==> src/rtl/spl_pkg.sv <==
package spl_pkg;

  typedef enum logic [2:0] {
    ACT_NONE = 3'd0,
    ACT_OVRD = 3'd1,
    ACT_CLK  = 3'd2,
    ACT_BOTH = 3'd3,
    ACT_UR   = 3'd4
  } spl_act_e;

  // Map a raw policy code to a response; unused codes fall back to none.
  function automatic spl_act_e policy_decode(input logic [2:0] code);
    spl_act_e r;
    case (code)
      3'd1:    r = ACT_OVRD;
      3'd2:    r = ACT_CLK;
      3'd3:    r = ACT_BOTH;
      3'd4:    r = ACT_UR;
      default: r = ACT_NONE;
    endcase
    return r;
  endfunction

  function automatic logic act_has_ovrd(input spl_act_e a);
    return (a == ACT_OVRD) || (a == ACT_BOTH);
  endfunction

  function automatic logic act_has_clk(input spl_act_e a);
    return (a == ACT_CLK) || (a == ACT_BOTH);
  endfunction

endpackage

==> src/rtl/spl_capture.sv <==
module spl_capture #(
  parameter int SCALE_W = 2,
  parameter int VALUE_W = 8
) (
  input  logic               clk,
  input  logic               rst_n,
  input  logic               msg_valid,
  input  logic [SCALE_W-1:0] msg_scale,
  input  logic [VALUE_W-1:0] msg_value,
  output logic [SCALE_W-1:0] cap_scale,
  output logic [VALUE_W-1:0] cap_value
);

  always_ff @(posedge clk or negedge rst_n) begin
    if (!rst_n) begin
      cap_scale <= '0;
      cap_value <= '0;
    end else if (msg_valid) begin
      cap_scale <= msg_scale;
      cap_value <= msg_value;
    end
  end

  // a message lands in the held limit
  a_r2_capture: assert property (@(posedge clk) disable iff (!rst_n)
    msg_valid |=> (cap_scale == $past(msg_scale)) && (cap_value == $past(msg_value)));

  // without a message the held limit holds
  a_r2_hold: assert property (@(posedge clk) disable iff (!rst_n)
    !msg_valid |=> $stable(cap_scale) && $stable(cap_value));

endmodule

==> src/rtl/spl_eval.sv <==
module spl_eval
  import spl_pkg::*;
#(
  parameter int SCALE_W = 2,
  parameter int VALUE_W = 8
) (
  input  logic               clk,
  input  logic               link_rst_n,
  input  logic               msg_valid,
  input  logic [SCALE_W-1:0] cap_scale,
  input  logic [VALUE_W-1:0] cap_value,
  input  logic [SCALE_W-1:0] min_scale,
  input  logic [VALUE_W-1:0] min_value,
  input  logic [2:0]         policy_sel,
  output spl_act_e           act,
  output logic               eval_go,
  output logic               limit_low
);

  logic link_up;

  // Both fields must sit under their floors for the limit to count as low.
  function automatic logic below_min(
    input logic [SCALE_W-1:0] s, input logic [SCALE_W-1:0] ms,
    input logic [VALUE_W-1:0] v, input logic [VALUE_W-1:0] mv);
    return (s < ms) && (v < mv);
  endfunction

  assign limit_low = below_min(cap_scale, min_scale, cap_value, min_value);

  always_ff @(posedge clk or negedge link_rst_n) begin
    if (!link_rst_n) begin
      link_up <= 1'b0;
      eval_go <= 1'b0;
      act     <= ACT_NONE;
    end else begin
      link_up <= 1'b1;
      eval_go <= !link_up || msg_valid;
      if (eval_go)
        act <= limit_low ? policy_decode(policy_sel) : ACT_NONE;
    end
  end

  // the first edge after link release starts an evaluation
  a_r3_release_trigger: assert property (@(posedge clk) disable iff (!link_rst_n)
    $rose(link_up) |-> eval_go);

  // a message starts an evaluation one edge later
  a_r3_msg_trigger: assert property (@(posedge clk) disable iff (!link_rst_n)
    msg_valid |=> eval_go);

  // the response holds between triggers
  a_r8_hold: assert property (@(posedge clk) disable iff (!link_rst_n)
    !eval_go |=> $stable(act));

  // a limit at or over the floor leads to no response
  a_r4_no_action: assert property (@(posedge clk) disable iff (!link_rst_n)
    (eval_go && !limit_low) |=> (act == ACT_NONE));

endmodule

==> src/rtl/spl_action.sv <==
module spl_action
  import spl_pkg::*;
#(
  parameter int NUM_CLK = 5
) (
  input  logic               clk,
  input  logic               link_rst_n,
  input  spl_act_e           act,
  input  logic [NUM_CLK-1:0] clk_mask,
  input  logic               txn_valid,
  input  logic               txn_is_cfg,
  output logic               pwr_ovrd,
  output logic [NUM_CLK-1:0] clk_disable,
  output logic               ur_mode,
  output logic               txn_ur
);

  logic clk_off;

  assign pwr_ovrd = act_has_ovrd(act);
  assign clk_off  = act_has_clk(act);
  assign ur_mode  = (act == ACT_UR);

  for (genvar g = 0; g < NUM_CLK; g++) begin : g_gate
    assign clk_disable[g] = clk_mask[g] & clk_off;
  end

  assign txn_ur = txn_valid && ur_mode && !txn_is_cfg;

  // rejection mode excludes the other responses
  a_r5_ur_exclusive: assert property (@(posedge clk) disable iff (!link_rst_n)
    ur_mode |-> (!pwr_ovrd && (clk_disable == '0)));

  // no clock outside the mask is ever switched off
  a_r6_mask_bound: assert property (@(posedge clk) disable iff (!link_rst_n)
    (clk_disable & ~clk_mask) == '0);

  // configuration accesses are never rejected
  a_r7_cfg_pass: assert property (@(posedge clk) disable iff (!link_rst_n)
    txn_is_cfg |-> !txn_ur);

endmodule

==> src/rtl/slot_pwr_guard.sv <==
module slot_pwr_guard
  import spl_pkg::*;
#(
  parameter int SCALE_W = 2,
  parameter int VALUE_W = 8,
  parameter int NUM_CLK = 5
) (
  input  logic               clk,
  input  logic               rst_n,
  input  logic               link_rst_n,
  input  logic               msg_valid,
  input  logic [SCALE_W-1:0] msg_scale,
  input  logic [VALUE_W-1:0] msg_value,
  input  logic [SCALE_W-1:0] min_scale,
  input  logic [VALUE_W-1:0] min_value,
  input  logic [2:0]         policy_sel,
  input  logic [NUM_CLK-1:0] clk_mask,
  input  logic               txn_valid,
  input  logic               txn_is_cfg,
  output logic               pwr_ovrd,
  output logic [NUM_CLK-1:0] clk_disable,
  output logic               ur_mode,
  output logic               txn_ur
);

  logic [SCALE_W-1:0] cap_scale;
  logic [VALUE_W-1:0] cap_value;
  spl_act_e           act;
  logic               eval_go;
  logic               limit_low;

  spl_capture #(.SCALE_W(SCALE_W), .VALUE_W(VALUE_W)) u_cap (
    .clk       (clk),
    .rst_n     (rst_n),
    .msg_valid (msg_valid),
    .msg_scale (msg_scale),
    .msg_value (msg_value),
    .cap_scale (cap_scale),
    .cap_value (cap_value)
  );

  spl_eval #(.SCALE_W(SCALE_W), .VALUE_W(VALUE_W)) u_eval (
    .clk        (clk),
    .link_rst_n (link_rst_n),
    .msg_valid  (msg_valid),
    .cap_scale  (cap_scale),
    .cap_value  (cap_value),
    .min_scale  (min_scale),
    .min_value  (min_value),
    .policy_sel (policy_sel),
    .act        (act),
    .eval_go    (eval_go),
    .limit_low  (limit_low)
  );

  spl_action #(.NUM_CLK(NUM_CLK)) u_act (
    .clk         (clk),
    .link_rst_n  (link_rst_n),
    .act         (act),
    .clk_mask    (clk_mask),
    .txn_valid   (txn_valid),
    .txn_is_cfg  (txn_is_cfg),
    .pwr_ovrd    (pwr_ovrd),
    .clk_disable (clk_disable),
    .ur_mode     (ur_mode),
    .txn_ur      (txn_ur)
  );

  // everything quiet while the link is in reset
  always @(posedge clk) begin
    if (!link_rst_n)
      a_r1_quiet: assert (!pwr_ovrd && (clk_disable == '0) && !ur_mode && !txn_ur);
  end

endmodule

==> config.mk <==
export PLATFORM = sky130hd
export DESIGN_NAME = slot_pwr_guard
export DESIGN_NICKNAME = d
export VERILOG_FILES = /design/src/rtl/spl_pkg.sv /design/src/rtl/spl_capture.sv /design/src/rtl/spl_eval.sv /design/src/rtl/spl_action.sv /design/src/rtl/slot_pwr_guard.sv
export SDC_FILE = /design/constraint.sdc
export NUM_CORES = 1
export LEC_CHECK = 0
export ABC_AREA = 1
export CORE_MARGIN = 10
export CORE_UTILIZATION = 55
export CTS_CLUSTER_DIAMETER = 40
export DETAILED_ROUTE_END_ITERATION = 16
export DONT_BUFFER_PORTS = 1
export GPL_ROUTABILITY_DRIVEN = 1
export PLACE_DENSITY = 0.68
export SLEW_MARGIN = 5
export SYNTH_ARGS = -nofsm -noshare
export SYNTH_HDL_FRONTEND = slang
export SYNTH_SLANG_ARGS = --single-unit
==> constraint.sdc <==
create_clock -name clk -period 1.8 [get_ports clk]
set_input_delay 0.27 -clock clk [delete_from_list [all_inputs] [get_ports clk]]
set_output_delay 0.27 -clock clk [all_outputs]
set_load 0.05 [all_outputs]
Word-level counts from Yosys, hierarchy flattened
Cells that the tools add are included.

cells by class
  magnitude comparators = 2
  equality and inequality tests = 8
  multiplexer cells = 2
  bitwise logic cells = 5
  reductions and logical operators = 8

operator list
  cell                count
  $eq 3x2->1 const B  4
  $pmux 3 s4          1
  $lt 8x8->1          1
  $eq 3x1->1 const B  2
  $eq 3x3->1 const B  2
  $and 1x1->1         5
  $logic_and 1x1->1   3
  $logic_or 1x1->1    3
  $mux 3              1
  $logic_not 1->1     2
  $lt 2x2->1          1

storage, ports and cells
  bits in registers = 15
  input bits = 34
  logic and storage cells = 30

Longest topological paths before layout
Gate-level depths: netlist (run 1).

  depth after elaboration = 3
  mapped depth = 9
  mapped depth without buffers = 9

Cells and area by module
From an unflattened synthesis (run 1), not the netlist that was laid out.

second synthesis, totals
  cell total of the unflattened synthesis = 125
  area total of the unflattened synthesis = 894.6 um^2

modules (own cells, without submodules)
  module       times used  cells each  area each (um^2)  seq. area each (um^2)
  spl_eval     1           63          436.7             125.1
  spl_capture  1           42          377.9             250.2
  spl_action   1           20          80.1              0.0

Least setup slack after synthesis (run 1)
No wires, ideal clock.

  path kind = reg-to-output
  start point = reg u_eval.act[1]
  end point = out txn_ur
  data arrival time = 2,318 ps
  slack = -788 ps
  cell stages (with the launch flop) = 4
  path buffers = 0
  path through = dfrtp_1 -> nor3_1 -> nand2_1 -> nor2_1

on the way
  word-level cells in the longest chain between the ends = 3

RTL lines
  element                         line                  source
  start: declaration              spl_eval.sv:15        output spl_act_e act,
  start signal: assignment        spl_eval.sv:40        act <= limit_low ? policy_decode(policy_sel) : ACT_NONE;
  $eq 3x3->1                      spl_action.sv:22      assign ur_mode = (act == ACT_UR);
  via ur_mode                     slot_pwr_guard.sv:22  output logic ur_mode,
  $logic_and 1x1->1 (2 in a row)  spl_action.sv:28      assign txn_ur = txn_valid && ur_mode && !txn_is_cfg;
  end: declaration                slot_pwr_guard.sv:23  output logic txn_ur

The timed path passes the listed nets, and every way through them passes these cells.

Worst setup path in the final report (run 1)
  start point = reg u_eval.act[1]
  end point = out txn_ur

on the way
  word-level cells in the longest chain between the ends = 3

RTL lines
  element                         line
  $eq 3x3->1                      spl_action.sv:22
  $logic_and 1x1->1 (2 in a row)  spl_action.sv:28

Every way passes these cells.

==> results of run 1 <==
## worst paths after layout
check / end / cells past startpoint / from / slack [ps]
setup / recovery: txn_ur / 4 / u_eval.act[1]$_DFFE_PN0P_ / 270
hold / removal: u_cap.cap_value[0]$_DFFE_PN0P_ / 1 / msg_valid / 80
setup reg to reg: u_eval.act[0]$_DFFE_PN0P_ / 7 / u_cap.cap_value[7]$_DFFE_PN0P_ / 480
hold reg to reg: u_eval.eval_go$_DFF_PN0_ / 1 / u_eval.link_up$_DFF_PN0_ / 420
max in group asynchronous: u_cap.cap_value[2]$_DFFE_PN0P_ / 1 / rst_n / 1130
min in group asynchronous: u_eval.act[0]$_DFFE_PN0P_ / 1 / link_rst_n / 260
## cell usage after synthesis
cell type	number	area share, %
a21oi_1	1	0.58
and3_1	1	0.72
buf_2	1	0.58
clkinv_1	1	0.43
conb_1	1	0.43
dfrtp_1	15	43
ha_1	8	12
inv_1	22	9.6
nand2_1	50	22
nand3_1	4	2.3
nor2_1	9	3.9
nor2_2	1	0.72
nor3_1	2	1.2
nor3b_1	2	1.7
o21ai_0	2	1.2
## cell type report
class / count / area [sq um]
Tap cell: 16 / 20.02
Multi-Input combinational cell: 81 / 411.6
Clock buffer: 3 / 22.52
Sequential cell: 15 / 375.4
Clock inverter: 1 / 5.005
Inverter: 23 / 86.33
Timing Repair Buffer: 10 / 92.59
Fill cell: 129 / 475.5
## timing repair
action | 4_1_cts | 5_1_grt
hold endpoints to repair | 15 | 0
hold buffers | 2 | 0
endpoints found under the setup margin | 0 | 0
## kinds of logic after synthesis
logic type,synth area share [%]
compound gates,1.736
fa+ha+maj,11.58
buf+inv,10.56
flops,43.42
other cells,0.4337
simple gates,32.27
## worst max-delay path: stages, from the launching register on
cell and delay [ps]:
dfrtp_1 430, nor3_4 190, nand2_1 80, nor2_2 130
buf_12 150
## metrics by stage
stage	total power [mW]	util [%]	hold WS, ps	cells	setup slack [ps]
6_report	0.7255	68.07	81.69	149	267.2
5_1_grt	0.7731	68.07	87.03	149	203.6
4_1_cts	0.7290	68.07	84.32	149	256.8
3_5_place_dp	0.5300	64.87	-25.41	143	483.5
3_3_place_gp	0.5238	64.87	-25.41	143	543.5
2_1_floorplan	0.4979	-	-25.59	120	62.26
## state kept, by name, indices dropped and copies added (netlist names)
signal           flops
u_eval.link_up       1
u_cap.cap_scale      2
u_cap.cap_value      8
u_eval.act           3
u_eval.eval_go       1
## layer usage
layer / up-vias / track usage [%] / wire length, microns
met5: - / 0 / 0
met4: 0 / 4.808 / 31
met3: 5 / 6.009 / 242
met2: 39 / 17.79 / 836
met1: 315 / 10.36 / 720
li1: 384 / - / -
## power by group through the flow
stage	registers (mW)	clock network (mW)	logic (mW)
CTS	0.379	0.195	0.155
global placement	0.384	0	0.140
global route	0.382	0.215	0.176
detailed placement	0.386	0	0.144
floorplan	0.382	0	0.116
finish	0.379	0.195	0.152
==> run summary, run 1 <==
Synth cell types = 15
Remaining Overflow, GRT = 0
fmax = 0.6524 GHz
Synth warnings = 0
routability cong. = 0.7990
Sw Pwr = 224.3 uW
Avg Cell Area, Syn = 7.205 sq um
Cell Area, Synth = 864.6 sq um
DR iter-0 viols = 18
die height = 59.65 microns
internal power = 501.2 uW
Final Max Slew Viols = 0
PortBufs = 0
largest net degree at the start of global routing = 14
vias in the first global route = 752
peak supply drop = 0.5270 mV
# resized after CTS = 0
Post-Route WL = 1831 microns
maximum fanout count along the critical path = 3
first-pass GRT wire length = 2994 microns
CP Launch Type = flip-flop
clock slew seen by the registers of the worst setup and hold paths = 90 ps
Hold Path Class = in2reg
Seq/Total Area, Yosys = 43.42%
CTS Buf Count = 3
die area = 0.003558 sq mm
Max Cap Viol = 0
#FFs+latches synth = 15
crit path DAT = 1260 ps
Area Growth Syn to Fin = 17.22%
worst skew pair latency = 290 ps
site row count = 14
Comb power frac = 20.9%
CP endpoint kind = output port
Global Route Usage Sum = 10.64%
most frequent cells in the layout = nand2_1 (50), inv_1 (22), dfrtp_1 (15), nor2_1 (8), ha_1 (8)
layout cells sized above 1 = 11.28%
Final period util = 85.15%
Initial Util = 58.07%
clock power share = 26.9%
CP required = 1530 ps
Post-CTS Setup Inserts = 0
status = completed
Pre-antenna DRT Iters = 4
Clock Tree Root = clkbuf_4
CTS max path bufs = 2
Synth Net Count = 162
Final nets = 176
initial antenna violation count = 0
Setup violations, final = 0
Reg power frac = 52.2%
CP Class = reg2out
post-route ant nets = 0
CTS tree = done
TNS Setup = 0 ps
ANT cells = 0
final-report hold violation count = 0
most common cell after layout, fill and taps aside = nand2_1
Placed Area = 965.9 sq um
Via-to-Cell Ratio = 4.987
CTS sink count = 15
Die Wd = 59.65 microns
Max H-tree Level = 1
IO Count = 42
Cells after Synth = 120
DR WL/cell = 12.29 microns
Worst Skew = 3.404 ps
Vias = 743
design area = 0.001013 sq mm
Core ar. = 0.001489 sq mm
Pleak = 0.6163 nW
RSZ-0062 raised after global routing = false
sw frac = 30.92%
hpwl dp = 1617 microns
minimum clock period = 1533 ps
Cell Pwr Density = 715.9 mW/mm^2
drt drc = 0
Note: power is estimated with default switching activity, not from simulation.
==> run 2: changes to the inputs <==
- CORE_MARGIN: 10 -> 4
- SLEW_MARGIN: 5 -> 15
==> run 2 against run 1 <==
First-iteration DRC count down 67%. Register-to-register slack about the same. Wire length down 9.2%. Die area down 36%. Final area unchanged. Cell count unchanged. Clock skew up 2.6 ps. Maximum frequency down 0.14%. Via count down 1.6%. Power down 0.54%. Flip-flop and latch count unchanged. Hold slack better by 10 ps.
==> run summary, run 2 (same netlist as run 1, synthesis figures left out) <==
status = completed
Final Worst Setup Slack = 265.1 ps (-2.129 ps)
crit path DAT = 1260 ps (about the same)
initial antenna violation count = 0 (unchanged)
DR WL/cell = 11.15 microns (-9.2%)
die height = 47.65 microns (-20%)
Clock Tree Root = clkbuf_4
Die Wd = 47.65 microns (-20%)
hold_sp = msg_valid
Cell Pwr Density = 712.0 mW/mm^2 (-0.54%)
Seq. cell area = 375.4 sq um (unchanged)
site row count = 14 (unchanged)
Placement Setup Slack = 501.6 ps (+18.04 ps)
CP Launch Type = flip-flop
Worst Skew = 6.026 ps (+2.621 ps)
CTS tree = done
most common cell after layout, fill and taps aside = nand2_1
non-filler cells, final = 149 (unchanged)
flip-flop count of the largest register after layout = 8 (unchanged)
Area Growth Syn to Fin = 17.22% (unchanged)
Final Max Slew Viols = 0 (unchanged)
routability cong. = 0.7802 (-2.4%)
post-route ant nets = 0 (unchanged)
DR iter-0 viols = 6 (-12)
Hold Path Class = in2reg
maximum fanout count along the critical path = 3 (unchanged)
IO Count = 42 (unchanged)
worst skew pair latency = 280 ps (about the same)
peak supply drop = 0.5279 mV (+0.18%)
CP endpoint kind = output port
multi-input logic area = 411.6 sq um (unchanged)
Remaining Overflow, GRT = 0 (unchanged)
Max H-tree Level = 1 (unchanged)
layout cells sized above 1 = 11.28% (unchanged)
CP Launch Point = u_eval.act[1]$_DFFE_PN0P_
Via-to-Cell Ratio = 4.906 (-1.6%)
most frequent cells in the layout = nand2_1 (50), inv_1 (22), dfrtp_1 (15), nor2_1 (8), ha_1 (8)
CP Class = reg2out
Initial Util = 58.07% (unchanged)
Post-Route WL = 1662 microns (-9.2%)
Max Cap Viol = 0 (unchanged)
largest net degree at the start of global routing = 14 (unchanged)
vias in the first global route = 668 (-11%)
final core occ = 68.07% (unchanged)
Reg with most FFs = u_cap.cap_value
CTS sink count = 15 (unchanged)
met2 wire length = 816 microns (-2.4%)
minimum clock period = 1535 ps (+2.129 ps)
PortBufs = 0 (unchanged)
Global Route Usage Sum = 16.18% (+5.5 points)
Pleak = 0.6163 nW (unchanged)
clock slew seen by the registers of the worst setup and hold paths = 90 ps (about the same)
Core ar. = 0.001489 sq mm (unchanged)
Final nets = 176 (unchanged)
met3 WL = 137 microns (-43%)
fmax = 0.6515 GHz (-0.14%)
reg-to-reg critical path startpoint = u_cap.cap_value[7]$_DFFE_PN0P_
wire length on met1 = 685 microns (-4.9%)
final-report hold violation count = 0 (unchanged)
placed cell count = 143 (unchanged)
hpwl dp = 1403 microns (-13%)
Top Registers = u_cap.cap_value (8), u_eval.act (3), u_cap.cap_scale (2)
ANT cells = 0 (unchanged)
CP required = 1530 ps (about the same)
highest metal used = met4
Post-CTS Setup Inserts = 0 (unchanged)
Final period util = 85.27% (+0.12 points)
RSZ-0062 raised after global routing = false
# fillers = 132 (+2.3%)
Pre-antenna DRT Iters = 2 (-2)
CTS Buf Count = 3 (unchanged)
drt drc = 0 (unchanged)
CTS max path bufs = 2 (unchanged)
die area = 0.002270 sq mm (-36%)
Setup violations, final = 0 (unchanged)
Vias = 731 (-1.6%)
first-pass GRT wire length = 2532 microns (-15%)
TNS Setup = 0 ps (unchanged)
WHS = 91.88 ps (+10.19 ps)
[run 2: worst paths after layout]
check | end | slack [ps] | cells after the start
min | u_cap.cap_value[4]$_DFFE_PN0P_ | 90 | 2
max | txn_ur | 270 | 4
max in group asynchronous | u_cap.cap_value[3]$_DFFE_PN0P_ | 1140 | 1
min reg2reg | u_eval.eval_go$_DFF_PN0_ | 410 | 1
min in group asynchronous | u_eval.link_up$_DFF_PN0_ | 270 | 1
max reg2reg | u_eval.act[2]$_DFFE_PN0P_ | 480 | 7
[run 2: stage by stage]
stage                     total power, mW  instance area, sq um
after floorplan                    0.4979                 878.3
after global placement             0.5233                 965.9
after detailed placement           0.5292                 965.9
after CTS                          0.7287                  1013
after global routing               0.7704                  1013
final                              0.7216                  1013
[run 2: cell type report]
class                      count  share of cell area (%)
timing repair buffer          10                   9.136
clock buffer                   3                   2.222
sequential                    15                   37.04
inverter                      23                   8.519
clock inverter                 1                  0.4938
multi-input combinational     81                   40.62
tap                           16                   1.975
[run 2: power breakdown]
| group | leakage [nW] | total (mW) | internal [mW] | switching (mW) |
|---|---|---|---|---|
| combinational | 0.414 | 0.153 | 0.0559 | 0.0967 |
| clock | 0.0177 | 0.191 | 0.0825 | 0.108 |
| sequential | 0.185 | 0.378 | 0.363 | 0.0152 |
| total | 0.616 | 0.722 | 0.501 | 0.220 |
[run 2: what timing repair did]
action | in CTS | in global routing
resized for setup | 0 | 0
hold buffers | 2 | 0
endpoints found under the hold margin | 15 | 0
[run 2: worst max-delay path: stages, from the launching register on]
cell and delay, ps:
dfrtp_1 430, nor3_4 190, nand2_1 80, nor2_2 130
buf_12 150
[run 2: metal layers]
| layer | vias up | GRT usage, % |
|---|---|---|
| met2 | 32 | 28.61 |
| met5 | - | 0 |
| met4 | 0 | 8.065 |
| met3 | 4 | 2.256 |
| met1 | 310 | 19.01 |
| li1 | 385 | - |
==> run 3: changes to the inputs <==
- CORE_UTILIZATION: 55 -> 42
- DONT_BUFFER_PORTS: 1 -> default
- PLACE_DENSITY: 0.68 -> 0.81
==> run 3 against run 2 <==
Die area grew 25%. Non-clock buffer count grew 32. First-iteration DRC count grew 130%. Wire length grew 18%. Hold slack gained 110 ps. Final area grew 39%.
==> run summary, run 3 (same netlist as run 1, synthesis figures left out) <==
first-pass GRT wire length = 3077 microns (+22%)
crit path DAT = 1300 ps (+40 ps)
most frequent cells in the layout = nand2_1 (50), clkdlybuf4s50_1 (33), inv_1 (22), dfrtp_1 (15)
reg-to-reg critical path startpoint = u_cap.cap_value[7]$_DFFE_PN0P_
Post-Route WL = 1969 microns (+18%)
met2 usage = 27.55% (-1.1 points)
largest net degree at the start of global routing = 13 (-1)
CTS max path bufs = 2 (unchanged)
drt drc = 0 (unchanged)
post-route ant nets = 0 (unchanged)
routability cong. = 0.7410 (-5.0%)
final-report hold violation count = 0 (unchanged)
Crit path depth = 4 (unchanged)
# fillers = 183 (+39%)
Die Wd = 53.37 microns (+12%)
Core ar. = 0.001962 sq mm (+32%)
peak supply drop = 0.4888 mV (-7.4%)
maximum fanout count along the critical path = 5 (+2)
status = completed
# resized after CTS = 0 (unchanged)
CTS Hold Buffers Added = 0 (-2)
hpwl dp = 1761 microns (+25%)
minimum clock period = 1573 ps (+38.23 ps)
Pre-antenna DRT Iters = 4 (+2)
CP Launch Point = u_eval.act[2]$_DFFE_PN0P_
PortBufs = 41 (+41)
Worst Reg2Reg Path Length in Cells = 7 (unchanged)
RSZ-0062 raised after global routing = false
top cell family by delay on the critical path = flip-flops
CTS sink count = 15 (unchanged)
die area = 0.002848 sq mm (+25%)
CTS Buf Count = 3 (unchanged)
ANT cells = 0 (unchanged)
Hold Path Class = in2async
Final Max Slew Viols = 0 (unchanged)
Pleak = 0.7532 nW (+22%)
Reg with most FFs = u_cap.cap_value
Remaining Overflow, GRT = 0 (unchanged)
slowest CP cell = dfrtp_1
vias in the first global route = 791 (+18%)
Final period util = 87.40% (+2.1 points)
worst skew pair latency = 280 ps (about the same)
TNS Setup = 0 ps (unchanged)
Worst Skew = 0.8070 ps (-5.219 ps)
CP Launch Type = flip-flop
global routing usage on met3 = 3.944% (+1.7 points)
die height = 53.37 microns (+12%)
Global Route Usage Sum = 14.59% (-1.6 points)
CP Class = reg2out
Post-CTS Setup Inserts = 0 (unchanged)
CP endpoint kind = output port
Worst path max stage delay = 400 ps (-30 ps)
Clock Tree Root = clkbuf_4
Worst Path Buf+Inv = 2 (+1)
clock slew seen by the registers of the worst setup and hold paths = 90 ps (about the same)
GR Util met1 = 15.59% (-3.4 points)
most common cell after layout, fill and taps aside = nand2_1
fmax = 0.6357 GHz (-2.4%)
Max H-tree Level = 1 (unchanged)
flip-flop count of the largest register after layout = 8 (unchanged)
DR WL/cell = 10.26 microns (-8.1%)
layout cells sized above 1 = 9.091% (-2.2 points)
Final nets = 208 (+18%)
DR iter-0 viols = 14 (+8)
IO Count = 42 (unchanged)
CTS tree = done
CP required = 1530 ps (about the same)
Setup violations, final = 0 (unchanged)
initial antenna violation count = 0 (unchanged)
GRT busiest layer = met2
Cell Pwr Density = 574.9 mW/mm^2 (-19%)
placed cell count = 188 (+31%)
Via-to-Cell Ratio = 4.547 (-7.3%)
Top Registers = u_cap.cap_value (8), u_eval.act (3), u_cap.cap_scale (2)
Vias = 873 (+19%)
Area Growth Syn to Fin = 62.66%
Max Cap Viol = 0 (unchanged)
Critical Path, Cell by Cell = inv_1 -> nand2_1 -> nor2_1 -> buf_12
Initial Util = 44.07% (-14 points)
site row count = 16 (+2)
non-filler cells, final = 192 (+29%)
-- run 3: path summary, 6_finish.rpt --
check,endpoint,slack (ps)
min in group clk,u_eval.eval_go$_DFF_PN0_,430
hold reg to reg,u_eval.eval_go$_DFF_PN0_,430
max in group asynchronous,u_cap.cap_value[6]$_DFFE_PN0P_,1200
setup reg to reg,u_eval.act[2]$_DFFE_PN0P_,440
hold / removal,u_eval.act[2]$_DFFE_PN0P_,200
setup / recovery,clk_disable[3],230
-- run 3: per-stage QoR --
step | setup slack (ps) | area (sq um) | total power [mW] | hold WS (ps) | utilization, %
final | 226.9 | 1406 | 0.8085 | 199.0 | 71.68
after global routing | 126.4 | 1406 | 0.8611 | 191.0 | 71.68
after CTS | 199.6 | 1406 | 0.8192 | 196.3 | 71.68
after detailed placement | 79.10 | 1380 | 0.6287 | 416.5 | 70.34
after global placement | 134.0 | 1380 | 0.6174 | 395.4 | 70.34
after floorplan | 62.26 | 878.3 | 0.4979 | -25.59 | -
-- run 3: layout make-up --
class | instances | area, sq um | share of cell area (%)
repair buffers | 42 | 473.0 | 33.63
inverters | 23 | 86.33 | 6.139
clock buffers | 4 | 26.28 | 1.868
flip-flops and latches | 15 | 375.4 | 26.69
well taps | 27 | 33.78 | 2.402
multi-input cells | 81 | 411.6 | 29.27
-- run 3: layer usage --
layer | part of all wire (%) | vias to the layer above
met5 | 0 | -
met3 | 11 | 0
met1 | 40 | 383
met4 | 0 | 0
li1 | - | 448
met2 | 49 | 42
-- run 3: power breakdown --
| part | total [mW] | switching (mW) | internal, mW |
|---|---|---|---|
| registers | 0.379 | 0.0161 | 0.363 |
| logic | 0.240 | 0.114 | 0.126 |
| clock network | 0.190 | 0.104 | 0.0859 |
| total | 0.809 | 0.233 | 0.575 |
-- run 3: worst register-to-register path: stages (launching register included) --
cell	delay, ps
dfrtp_1	400
ha_1	290
nand2_1	80
inv_1	50
and3_1	150
nor2_2	160
nand3_1	100
nand2_1	70
